## src/rtl/uart_rxb_pkg.sv

```systemverilog
package uart_rxb_pkg;
  // Word address of the main receive word
  localparam int unsigned RX_WORD_ADDR   = 0;
  // Word address of the line-status word
  localparam int unsigned STAT_WORD_ADDR = 5;
  // First word of the alias window for burst reads
  localparam int unsigned ALIAS_BASE     = 12;
  // Bit positions inside the line-status word
  localparam int unsigned STAT_READY_BIT = 0;
  localparam int unsigned STAT_OVR_BIT   = 1;

  typedef enum logic [1:0] {
    SEL_NONE = 2'd0,
    SEL_RX   = 2'd1,
    SEL_STAT = 2'd2
  } rd_sel_e;
endpackage

```

## src/rtl/rxb_addr_dec.sv

```systemverilog
module rxb_addr_dec
  import uart_rxb_pkg::*;
#(
  parameter int unsigned ADDR_W  = 6,
  parameter int unsigned ALIASES = 16
) (
  input  logic [ADDR_W-1:0] addr,
  output rd_sel_e           sel
);
  logic [ALIASES-1:0] alias_hit;

  // One comparator per alias word of the burst window
  for (genvar i = 0; i < ALIASES; i++) begin : g_alias
    assign alias_hit[i] = (addr == ADDR_W'(ALIAS_BASE + i));
  end

  always_comb begin
    if (addr == ADDR_W'(RX_WORD_ADDR) || (|alias_hit))
      sel = SEL_RX;
    else if (addr == ADDR_W'(STAT_WORD_ADDR))
      sel = SEL_STAT;
    else
      sel = SEL_NONE;
  end
endmodule

```

## src/rtl/rxb_store.sv

```systemverilog
module rxb_store #(
  parameter int unsigned DATA_W = 8,
  parameter int unsigned DEPTH  = 16,
  localparam int unsigned PTR_W = (DEPTH > 1) ? $clog2(DEPTH) : 1,
  localparam int unsigned CNT_W = $clog2(DEPTH + 1)
) (
  input  logic              clk,
  input  logic              rst_n,
  input  logic              queue_mode,
  input  logic              flush,
  input  logic              push,
  input  logic [DATA_W-1:0] push_data,
  input  logic              pop,
  output logic [DATA_W-1:0] head,
  output logic              empty,
  output logic [CNT_W-1:0]  count,
  output logic              ovr_evt
);
  logic [DATA_W-1:0] mem [DEPTH];
  logic [PTR_W-1:0]  wr_ptr, rd_ptr;
  logic              pop_ok, full, q_push_ok, h_push;

  function automatic logic [PTR_W-1:0] ptr_inc(input logic [PTR_W-1:0] p);
    return (p == PTR_W'(DEPTH - 1)) ? '0 : p + 1'b1;
  endfunction

  assign empty     = (count == '0);
  assign full      = (count == CNT_W'(DEPTH));
  assign head      = mem[rd_ptr];
  assign pop_ok    = pop && !empty && !flush;
  assign q_push_ok = queue_mode && push && !flush && (!full || pop_ok);
  assign h_push    = !queue_mode && push && !flush;

  // Overrun events of both modes
  always_comb begin
    ovr_evt = 1'b0;
    if (!flush && push) begin
      if (queue_mode) ovr_evt = full && !pop_ok;
      else            ovr_evt = !empty && !pop_ok;
    end
  end

  // Storage write: queue mode appends at wr_ptr, holding mode overwrites the head slot
  always_ff @(posedge clk) begin
    if (q_push_ok)   mem[wr_ptr] <= push_data;
    else if (h_push) mem[rd_ptr] <= push_data;
  end

  always_ff @(posedge clk) begin
    if (!rst_n || flush) begin
      wr_ptr <= '0;
      rd_ptr <= '0;
      count  <= '0;
    end else if (queue_mode) begin
      if (q_push_ok) wr_ptr <= ptr_inc(wr_ptr);
      if (pop_ok)    rd_ptr <= ptr_inc(rd_ptr);
      case ({q_push_ok, pop_ok})
        2'b10:   count <= count + 1'b1;
        2'b01:   count <= count - 1'b1;
        default: count <= count;
      endcase
    end else begin
      if (h_push)      count <= CNT_W'(1);
      else if (pop_ok) count <= '0;
    end
  end
endmodule

```

## src/rtl/rxb_ovr_flag.sv

```systemverilog
module rxb_ovr_flag (
  input  logic clk,
  input  logic rst_n,
  input  logic set_evt,
  input  logic clr_rd,
  output logic flag
);
  // Set takes priority over the clearing status read
  always_ff @(posedge clk) begin
    if (!rst_n)       flag <= 1'b0;
    else if (set_evt) flag <= 1'b1;
    else if (clr_rd)  flag <= 1'b0;
  end
endmodule

```

## src/rtl/uart_rx_hold.sv

```systemverilog
module uart_rx_hold
  import uart_rxb_pkg::*;
#(
  parameter int unsigned DATA_W  = 8,
  parameter int unsigned DEPTH   = 16,
  parameter int unsigned ALIASES = 16,
  parameter int unsigned ADDR_W  = 6,
  parameter int unsigned BUS_W   = 32,
  localparam int unsigned CNT_W  = $clog2(DEPTH + 1)
) (
  input  logic              clk,
  input  logic              rst_n,
  input  logic              char_valid,
  input  logic [DATA_W-1:0] char_data,
  input  logic              fifo_en,
  input  logic              rd_en,
  input  logic [ADDR_W-1:0] rd_addr,
  output logic [BUS_W-1:0]  rd_data,
  output logic              data_ready,
  output logic              overrun_err
);
  rd_sel_e           sel;
  logic              fen_q, flush;
  logic              rx_rd, stat_rd;
  logic [DATA_W-1:0] head;
  logic              empty, ovr_evt;
  logic [CNT_W-1:0]  count;

  always_ff @(posedge clk) begin
    if (!rst_n) fen_q <= 1'b0;
    else        fen_q <= fifo_en;
  end

  assign flush   = (fifo_en != fen_q);
  assign rx_rd   = rd_en && (sel == SEL_RX);
  assign stat_rd = rd_en && (sel == SEL_STAT);

  rxb_addr_dec #(.ADDR_W(ADDR_W), .ALIASES(ALIASES)) dec_i (
    .addr (rd_addr),
    .sel  (sel)
  );

  rxb_store #(.DATA_W(DATA_W), .DEPTH(DEPTH)) store_i (
    .clk        (clk),
    .rst_n      (rst_n),
    .queue_mode (fifo_en),
    .flush      (flush),
    .push       (char_valid),
    .push_data  (char_data),
    .pop        (rx_rd),
    .head       (head),
    .empty      (empty),
    .count      (count),
    .ovr_evt    (ovr_evt)
  );

  rxb_ovr_flag ovr_i (
    .clk     (clk),
    .rst_n   (rst_n),
    .set_evt (ovr_evt),
    .clr_rd  (stat_rd),
    .flag    (overrun_err)
  );

  assign data_ready = !empty;

  always_comb begin
    rd_data = '0;
    if (rx_rd && !empty) begin
      rd_data[DATA_W-1:0] = head;
    end else if (stat_rd) begin
      rd_data[STAT_READY_BIT] = data_ready;
      rd_data[STAT_OVR_BIT]   = overrun_err;
    end
  end
endmodule

```

## config.mk

```make
export PLATFORM = sky130hd
export DESIGN_NAME = uart_rx_hold
export DESIGN_NICKNAME = d
export VERILOG_FILES = /design/src/rtl/uart_rxb_pkg.sv /design/src/rtl/rxb_addr_dec.sv /design/src/rtl/rxb_store.sv /design/src/rtl/rxb_ovr_flag.sv /design/src/rtl/uart_rx_hold.sv
export SDC_FILE = /design/constraint.sdc
export NUM_CORES = 1
export LEC_CHECK = 0
export ABC_CLOCK_PERIOD_IN_PS = 3520
export BUFFER_PORTS_ARGS = -buffer_cell sky130_fd_sc_hd__buf_4
export CORE_MARGIN = 5
export CORE_UTILIZATION = 54
export DETAILED_ROUTE_END_ITERATION = 10
export PLACE_DENSITY = 0.76
export SLEW_MARGIN = 20
export SYNTH_ARGS = -nofsm -noshare
export SYNTH_HDL_FRONTEND = slang
export SYNTH_HIERARCHICAL = 1
export SYNTH_SLANG_ARGS = --single-unit
export TNS_END_PERCENT = 50
```

## constraint.sdc

```tcl
create_clock -name clk -period 3.52 [get_ports clk]
set_clock_uncertainty 0.1 [all_clocks]
set_input_delay 0.528 -clock clk [delete_from_list [all_inputs] [get_ports clk]]
set_output_delay 0.528 -clock clk [all_outputs]
set_load 0.02 [all_outputs]
```

; Yosys cells after proc, flatten, opt, wreduce, memory -nomap -nowiden
; Memory sizes are Yosys's and may differ from the RTL's. A register that Yosys moved wholly into a read port is not among the register bits.
; Index checks and enable logic that the tools add are counted.
[op_classes]
addsub = 4
n_eq_ne = 26
n_mux = 25
n_reduce_logical = 30
[op_table]
columns = cell, count
row1 = "6-bit by 5-bit == test with 1-bit output, second input constant", 12
row2 = "6-bit by 4-bit == test with 1-bit output, second input constant", 4
row3 = 4-bit two-way mux, 5
row4 = 16-bit OR reduction, 1
row5 = 5-bit two-way mux, 3
row6 = 1-bit logical AND, 12
row7 = 1-bit two-way mux, 10
row8 = 5-bit one-hot mux with 2 select lines, 1
row9 = "4-bit by 1-bit adder with 4-bit output, second input constant", 2
row10 = "4-bit == test, second input constant", 2
row11 = 2-bit two-way mux, 4
row12 = 8-bit two-way mux, 1
row13 = 8-bit OR reduction, 1
row14 = "6-bit by 3-bit == test with 1-bit output, second input constant", 1
row15 = 1-bit zero test, 6
row16 = 6-bit zero test, 1
row17 = 6-bit two-way mux, 1
row18 = 2-bit AND reduction, 3
row19 = "5-bit by 1-bit adder with 5-bit output, second input constant", 1
row20 = "5-bit == test, second input constant", 1
row21 = 5-bit zero test, 1
row22 = "5-bit by 1-bit subtractor with 5-bit output, second input constant", 1
row23 = "2-bit by 1-bit == test with 1-bit output, second input constant", 2
row24 = "2-bit == test, second input constant", 2
row25 = 5 further kinds, 7
[totals]
ff_bits = 15
ramBits = 128
inputBits = 19
output_inout_bits = 34
wordCells = 91
memories = 1
[mem_list]
columns = name, words, width, rd, rd_ports_with_merged_regs, wr, line
row1 = store_i.mem, 16, 8, 1, 1, 1, rxb_store.sv:19  ; logic [DATA_W-1:0] mem [DEPTH];

; Logic depth before layout (Yosys ltp)
; Gate-level depths: netlist (run 1).
[depth]
depth_word = 14
depth_mapped = 12
ltp_nobuf = 12

; Cells and area by module
; The synthesis (run 1) kept the hierarchy.
[modules_own_cells]
columns = mod, instances, cells_per_inst, area_each_um2, seq_area_each_um2
row1 = rxb_store, 1, 322, 6064.6, 4184.0
row2 = uart_rx_hold, 1, 45, 336.6, 20.0
row3 = rxb_addr_dec, 1, 6, 50.0, 0.0
row4 = rxb_ovr_flag, 1, 3, 41.3, 20.0

; Worst setup path after synthesis (run 1)
; No wires, ideal clock.
[synth_timing]
kind = input to register
startpoint = input rd_addr[1]
endpoint = register store_i.count[4]
setup_time_ns = 0.131
t_arrival_ns = 3.109
required_time_ns = 3.289
slack_ns = 0.180
stages = 11
path_buffers = 0
path_cell_list = or3_1 a221oi_1 nor3b_1 and2b_1 o211ai_4 fa_1 nand2b_1 o2bb2ai_1 nor4bb_1 a31oi_1 o311ai_1
[synth_via]
elab_chain_cells = 13
word_cells_on_any_way = 35
classes_between = eq/ne (21) / mux (4) / reduce/logical (10)
[synth_rtl]
columns = element, line
row1 = from (decl), uart_rx_hold.sv:17  ; input logic [ADDR_W-1:0] rd_addr,
row2 = 6-bit by 4-bit == test with 1-bit output / 6-bit by 5-bit == test with 1-bit output (equally long branches), rxb_addr_dec.sv:14  ; assign alias_hit[i] = (addr == ADDR_W'(ALIAS_BASE + i));
row3 = 16-bit OR reduction, rxb_addr_dec.sv:18  ; if (addr == ADDR_W'(RX_WORD_ADDR) || (|alias_hit))
row4 = 1-bit logical OR *, rxb_addr_dec.sv:18
row5 = 2-bit two-way mux *, rxb_addr_dec.sv:18
row6 = via sel[0], uart_rx_hold.sv:22  ; rd_sel_e sel;
row7 = 2-bit by 1-bit == test with 1-bit output *, uart_rx_hold.sv:35  ; assign rx_rd = rd_en && (sel == SEL_RX);
row8 = 1-bit logical AND *, uart_rx_hold.sv:35
row9 = via rx_rd, uart_rx_hold.sv:24  ; logic rx_rd, stat_rd;
row10 = 1-bit logical AND * (2 in a row), rxb_store.sv:30  ; assign pop_ok = pop && !empty && !flush;
row11 = 1-bit logical OR, rxb_store.sv:31  ; assign q_push_ok = queue_mode && push && !flush && (!full || pop_ok);
row12 = 1-bit logical AND, rxb_store.sv:31
row13 = 2-bit by 1-bit == test with 1-bit output / 2-bit == test (equally long branches), rxb_store.sv:57  ; case ({q_push_ok, pop_ok})
row14 = 5-bit one-hot mux with 2 select lines / 3-bit by 1-bit inequality test with 1-bit output (equally long branches), -
row15 = 5-bit two-way mux / 2-bit AND reduction (equally long branches), -
row16 = to (signal assigned), rxb_store.sv:58  ; 2'b10: count <= count + 1'b1;
row17 = to (signal assigned), rxb_store.sv:59  ; 2'b01: count <= count - 1'b1;
row18 = to (signal assigned), rxb_store.sv:60  ; default: count <= count;
row19 = to (decl), rxb_store.sv:16  ; output logic [CNT_W-1:0] count,
; The timed path passes the listed nets; every way through them passes the cells marked *.
; A chain may end at the register's enable or synchronous reset.

==> run metrics, run 1 <==
CP Cell Sequence buf_12, mux4_1, mux4_2, nand4bb_1, a21oi_1, buf_4; area leader, netlist edfxtp_1; internal power 2.94 mW; CTS buffer count 17; Avg Cell Area, Syn 17.3 um2; Syn Inst Count 376; WP data arrival 2.66 ns; Seq pwr share 50.5%; Worst-Margin Slew 0.684 ns; global-route wire length before repair 19.0 mm; RSZ-0062 raised after global routing no; IO Pins 53; number of vias per cell 5.84; Max rail drop VDD 0.289 mV; diode count 0; sequential share of the synthesized area 65.1%; Reg clk slew, reported paths 0.06 ns; top_reg_cell synth edfxtp_1; Congestion Overflow GR 0; critical path required time 2.89 ns; Comb pwr share 4.1%; PostCTS Resize Cnt 0; post-DR wirelength/cell 20.3 um; clock sink total 147; Final HPWL DP 8.01 mm; Hold Crit Class primary input to register; post-route ant nets 0; FF+latch count, synth 147; most common cell after layout, fill and taps aside edfxtp_1; final non-filler cell total 588; area grow syn2layout 14.2%; number of global-route vias before repair 3432; Total GRT Usage 17.7%; CP top delay family multiplexers; top cell type's share of synthesized area 59.2%; gpl congestion 0.792; async set-reset flop share out of synthesis 0%; TritonCTS clock tree built; most frequent cells in the layout 128 x edfxtp_1, 48 x buf_4, 32 x mux4_2, 30 x nor2_1, 24 x conb_1; critical register-to-register path startpoint fen_q$_SDFF_PN0_; Post-synth EDFFs 128; IO Port Bufs 28; Post-route DRC 0; Setup crit end kind output port; Placeable Area 0.0119 mm2; synth warn 6; DR vias 3432; Die ar. 0.0143 mm2; setup tns final 0 ns; Fill cells 803; reg2reg path depth 9; status completed; CP max FO 25; max-slew violation count 0; Final setup viols 0; Clk Latency, worst-skew pair 0.41 ns; slowest stage cell on the critical path mux4_1; Tmin final 3.29 ns; Clock power frac 45.5%; WP buf/inv 2; max cap viols 0; FMAX 304 MHz; largest cells by area after synthesis edfxtp_1 59%, mux4_2 11%, dfxtp_1 5.9%, mux4_1 3.2%, buf_4 3.1%; drt total wl 11.9 mm; setup repair bufs after CTS 0; Die Height 120 um; CP Depth 6; DR iter-0 viols 280; Pre-Repair DR Iteration Count 4; Fin. Hold Viols 0; Mapped Area 0.00649 mm2; CTS Hold Buffers Added 0; Worst Min Path Start rst_n; kind of critical path register to output port; Slew headroom 54.2%; Initial Utilization 54.5%; Reg2Reg Setup Slack 0.79 ns; Sw Share 22.0%; share of post-route cells with drive strength above 1 28.3%; CTS root buf clkbuf_16; H-tree Lvls 4; Site Rows 40; max incr delay on CP 0.61 ns; Max Root-Sink Buffers 2; pwr/cell area 509 mW/mm2; initial antenna violation count 0; Period Utilization, post-route 93.3%; reg2reg end store_i/count[4]$_SDFFE_PP0P_; largest net degree at the start of global routing 26; DIE WIDTH 120 um; Worst Setup EP rd_data[1]; placed cell count 556; Final nets 453; NetSw 0.832 mW; crit start category register; Leakage Power 2.47 nW; post-synth cell types 57
## sequential cells by signal, summed over array words and instances (netlist names), named ones only
register and count:
store_i/wr_ptr 4, store_i/mem 128, ovr_i/flag 1, fen_q 1, store_i/count 5, store_i/rd_ptr 4
## cells in the mapped netlist (3+ instances only)
library cell / instances
edfxtp_1: 128
mux4_2: 32
nor2_1: 30
buf_4: 27
dfxtp_1: 19
a21oi_1: 11
inv_1: 10
nand2b_1: 9
a31oi_1: 8
mux4_1: 8
and2_1: 7
nand2_1: 7
ha_1: 5
mux2i_1: 5
nor3b_1: 5
buf_2: 4
buf_6: 4
nand3b_1: 4
xor2_1: 3
## cell type report
cell class	instances	area, um2	share of cell area, %
Sequential cell	147	4230	57.0
Multi-Input combinational cell	202	1990	26.9
Clock buffer	17	425	5.74
Timing Repair Buffer	50	400	5.40
Tap cell	147	184	2.48
Clock inverter	15	148	1.99
Inverter	10	37.5	0.506
## through the flow
| step | util (%) | power (mW) | worst slack (ns) | hold slack, ns | area, um2 |
|---|---|---|---|---|---|
| after CTS | 62.2 | 3.80 | 0.166 | 0.214 | 7410 |
| final | 62.2 | 3.78 | 0.235 | 0.228 | 7410 |
| after global routing | 62.2 | 3.91 | 0.0931 | 0.228 | 7410 |
| after detailed placement | 57.4 | 2.09 | 0.0699 | 0.408 | 6840 |
| after floorplan | - | 2.06 | 0.180 | 0.370 | 6580 |
| after global placement | 57.4 | 2.09 | 0.150 | 0.394 | 6840 |
## cells by family (layout without fill, tap and decap cells)
logic type / after synthesis / after routing / share of synthesized area, %
fa+ha+maj: 6 / 6 / 1.27
mux: 45 / 45 / 15.1
other cells: 1 / 24 / 0.0578
xor+xnor: 5 / 5 / 0.675
flops: 147 / 147 / 65.1
simple gates: 87 / 87 / 8.19
compound gates: 35 / 35 / 4.05
buf+inv: 50 / 92 / 5.59
## metal layers
layer | vias up | track usage, % | wire length, um
li1 | 1545 | - | -
met1 | 1723 | 24.4 | 5310
met2 | 148 | 27.4 | 5690
met3 | 16 | 5.09 | 747
met4 | 0 | 5.65 | 163
met5 | - | 0 | 0
## how the worst min path moves through the flow
stage / to / cells after the start
after global routing: ovr_i/flag$_SDFFE_PN0P_ / 2
after global placement: store_i/wr_ptr[3]$_SDFFE_PP0P_ / 2
after floorplan: store_i/wr_ptr[3]$_SDFFE_PP0P_ / 2
after CTS: ovr_i/flag$_SDFFE_PN0P_ / 2
final: ovr_i/flag$_SDFFE_PN0P_ / 2
after detailed placement: store_i/wr_ptr[3]$_SDFFE_PP0P_ / 2
## power by group through the flow
stage | Sequential [mW] | Combinational, mW | Clock [mW]
after global routing | 1.91 | 0.166 | 1.84
final | 1.91 | 0.153 | 1.72
after detailed placement | 1.94 | 0.151 | 0
after CTS | 1.91 | 0.152 | 1.75
after floorplan | 1.94 | 0.117 | 0
after global placement | 1.94 | 0.145 | 0
(Power assumes the default switching activity.)
==> inputs of run 2 (changes only) <==
--- a/config.mk
+++ b/config.mk
@@ -10,7 +10,7 @@
 export CORE_MARGIN = 5
 export CORE_UTILIZATION = 54
 export DETAILED_ROUTE_END_ITERATION = 10
-export PLACE_DENSITY = 0.76
+export PLACE_DENSITY = 0.73
 export SLEW_MARGIN = 20
 export SYNTH_ARGS = -nofsm -noshare
 export SYNTH_HDL_FRONTEND = slang
==> run metrics, run 2 (synthesized netlist as in run 1, its figures left out) <==
number of flip-flops in the largest register 128 (unchanged); Worst Min Path Start rst_n (unchanged); CP max FO 24 (was 25); critical register-to-register path startpoint fen_q$_SDFF_PN0_ (unchanged); setup tns final 0 ns (unchanged); most frequent cells in the layout 128 x edfxtp_1, 49 x buf_4, 32 x mux4_2, 30 x nor2_1, 24 x conb_1 (was 128 x edfxtp_1, 48 x buf_4, 32 x mux4_2, 30 x nor2_1, 24 x conb_1); RSZ-0062 raised after global routing no (unchanged); routed length on met2 5.67 mm (was 5.69 mm); post-route ant nets 0 (unchanged); Pre-Repair DR Iteration Count 5 (was 4); Placeable Area 0.0119 mm2 (unchanged); Die ar. 0.0143 mm2 (unchanged); most common cell after layout, fill and taps aside edfxtp_1 (unchanged); drt total wl 11.9 mm (about the same); DIE WIDTH 120 um (unchanged); PostCTS Resize Cnt 0 (unchanged); Die Height 120 um (unchanged); share of post-route cells with drive strength above 1 27.7% (was 28.3%); Max rail drop VDD 0.301 mV (was 0.289 mV); CTS buffer count 17 (unchanged); DR vias 3397 (was 3432); max-slew violation count 0 (unchanged); Slew headroom 54.0% (was 54.2%); crit start category register (unchanged); Leakage Power 2.46 nW (was 2.47 nW); Fin. Hold Viols 0 (unchanged); Max Root-Sink Buffers 2 (unchanged); critical path required time 2.89 ns (about the same); Largest Register store_i/mem (unchanged); setup repair bufs after CTS 0 (unchanged); Final nets 453 (unchanged); post-DR wirelength/cell 20.2 um (was 20.3 um); number of vias per cell 5.79 (was 5.84); Period Utilization, post-route 93.3% (about the same); Site Rows 40 (unchanged); clock sink total 147 (unchanged); largest net degree at the start of global routing 33 (was 26); IO Pins 53 (unchanged); Congestion Overflow GR 0 (unchanged); highest metal used met4 (unchanged); Reg clk slew, reported paths 0.06 ns (about the same); biggest regs store_i/mem (128), store_i/count (5) (unchanged); global-route wire length before repair 18.8 mm (was 19.0 mm); IO Port Bufs 28 (unchanged); kind of critical path register to output port (unchanged); Post-route DRC 0 (unchanged); Tmin final 3.29 ns (about the same); WP data arrival 2.66 ns (about the same); wire length on met3 694 um (was 747 um); Final setup viols 0 (unchanged); Total GRT Usage 17.5% (was 17.7%); Setup crit end kind output port (unchanged); gpl congestion 0.781 (was 0.792); DR iter-0 viols 301 (was 280); diode count 0 (unchanged); M1 WL 5.37 mm (was 5.31 mm); Initial Utilization 54.5% (unchanged); FMAX 304 MHz (about the same); area grow syn2layout 13.5% (was 14.2%); initial antenna violation count 0 (unchanged); status completed (unchanged); H-tree Lvls 4 (unchanged); pwr/cell area 502 mW/mm2 (was 509 mW/mm2); CTS root buf clkbuf_16 (unchanged); Final HPWL DP 7.79 mm (was 8.01 mm); final non-filler cell total 587 (was 588); CTS Hold Buffers Added 0 (unchanged); Clk Latency, worst-skew pair 0.41 ns (about the same); Hold Crit Class primary input to register (unchanged); placed cell count 556 (unchanged); number of global-route vias before repair 3323 (was 3432); max cap viols 0 (unchanged); Worst-Margin Slew 0.690 ns (was 0.684 ns); TritonCTS clock tree built (unchanged)
==> run 2: cell count changes in the layout (fill, tap and decap cells not counted), sizes merged <==
| cell | change |
|---|---|
| clkinv | +3 |
| inv | -3 |
| clkinvlp | -2 |
| clkbuf | +1 |
==> run 2: layout make-up <==
cell class	count	area (um2)
fillers	843	4540
clock inverters	13	111
multi-input cells	202	1990
well taps	147	184
inverters	10	37.5
repair buffers	50	388
flip-flops and latches	147	4230
clock buffers	18	429
==> run 2: path summary, 6_finish.rpt <==
path	to	cells past startpoint	slack, ns
hold / removal	fen_q$_SDFF_PN0_	2	0.24
setup reg to reg	store_i/count[4]$_SDFFE_PP0P_	9	0.77
setup / recovery	rd_data[1]	6	0.23
hold reg to reg	store_i/wr_ptr[3]$_SDFFE_PP0P_	2	0.42
==> run 2: power by group <==
group          internal [mW]  switching (mW)
registers               1.90         0.00478
logic                 0.0540          0.0990
clock network          0.966           0.676
==> run 2: per-layer routing <==
layer	global-route usage, %	vias to the layer above
li1	-	1549
met1	25.2	1715
met2	26.3	121
met3	4.29	12
met4	6.37	0
met5	0	-
==> run 2: metrics by stage <==
step	util, %	hold WS, ns	total power [mW]	cell area, um2	setup WS [ns]
floorplan	-	0.370	2.06	6580	0.180
global placement	57.3	0.390	2.09	6830	0.132
detailed placement	57.3	0.419	2.09	6830	0.0431
CTS	61.8	0.230	3.73	7370	0.180
global route	61.8	0.229	3.83	7370	0.0953
finish	61.8	0.243	3.70	7370	0.235
==> run 2: worst max-delay path, cell delays in order (launching register included) <==
cell	delay, ns
dfxtp_2	0.54
buf_12	0.27
mux4_1	0.59
mux4_2	0.49
nand4bb_1	0.12
a21oi_1	0.07
buf_4	0.15
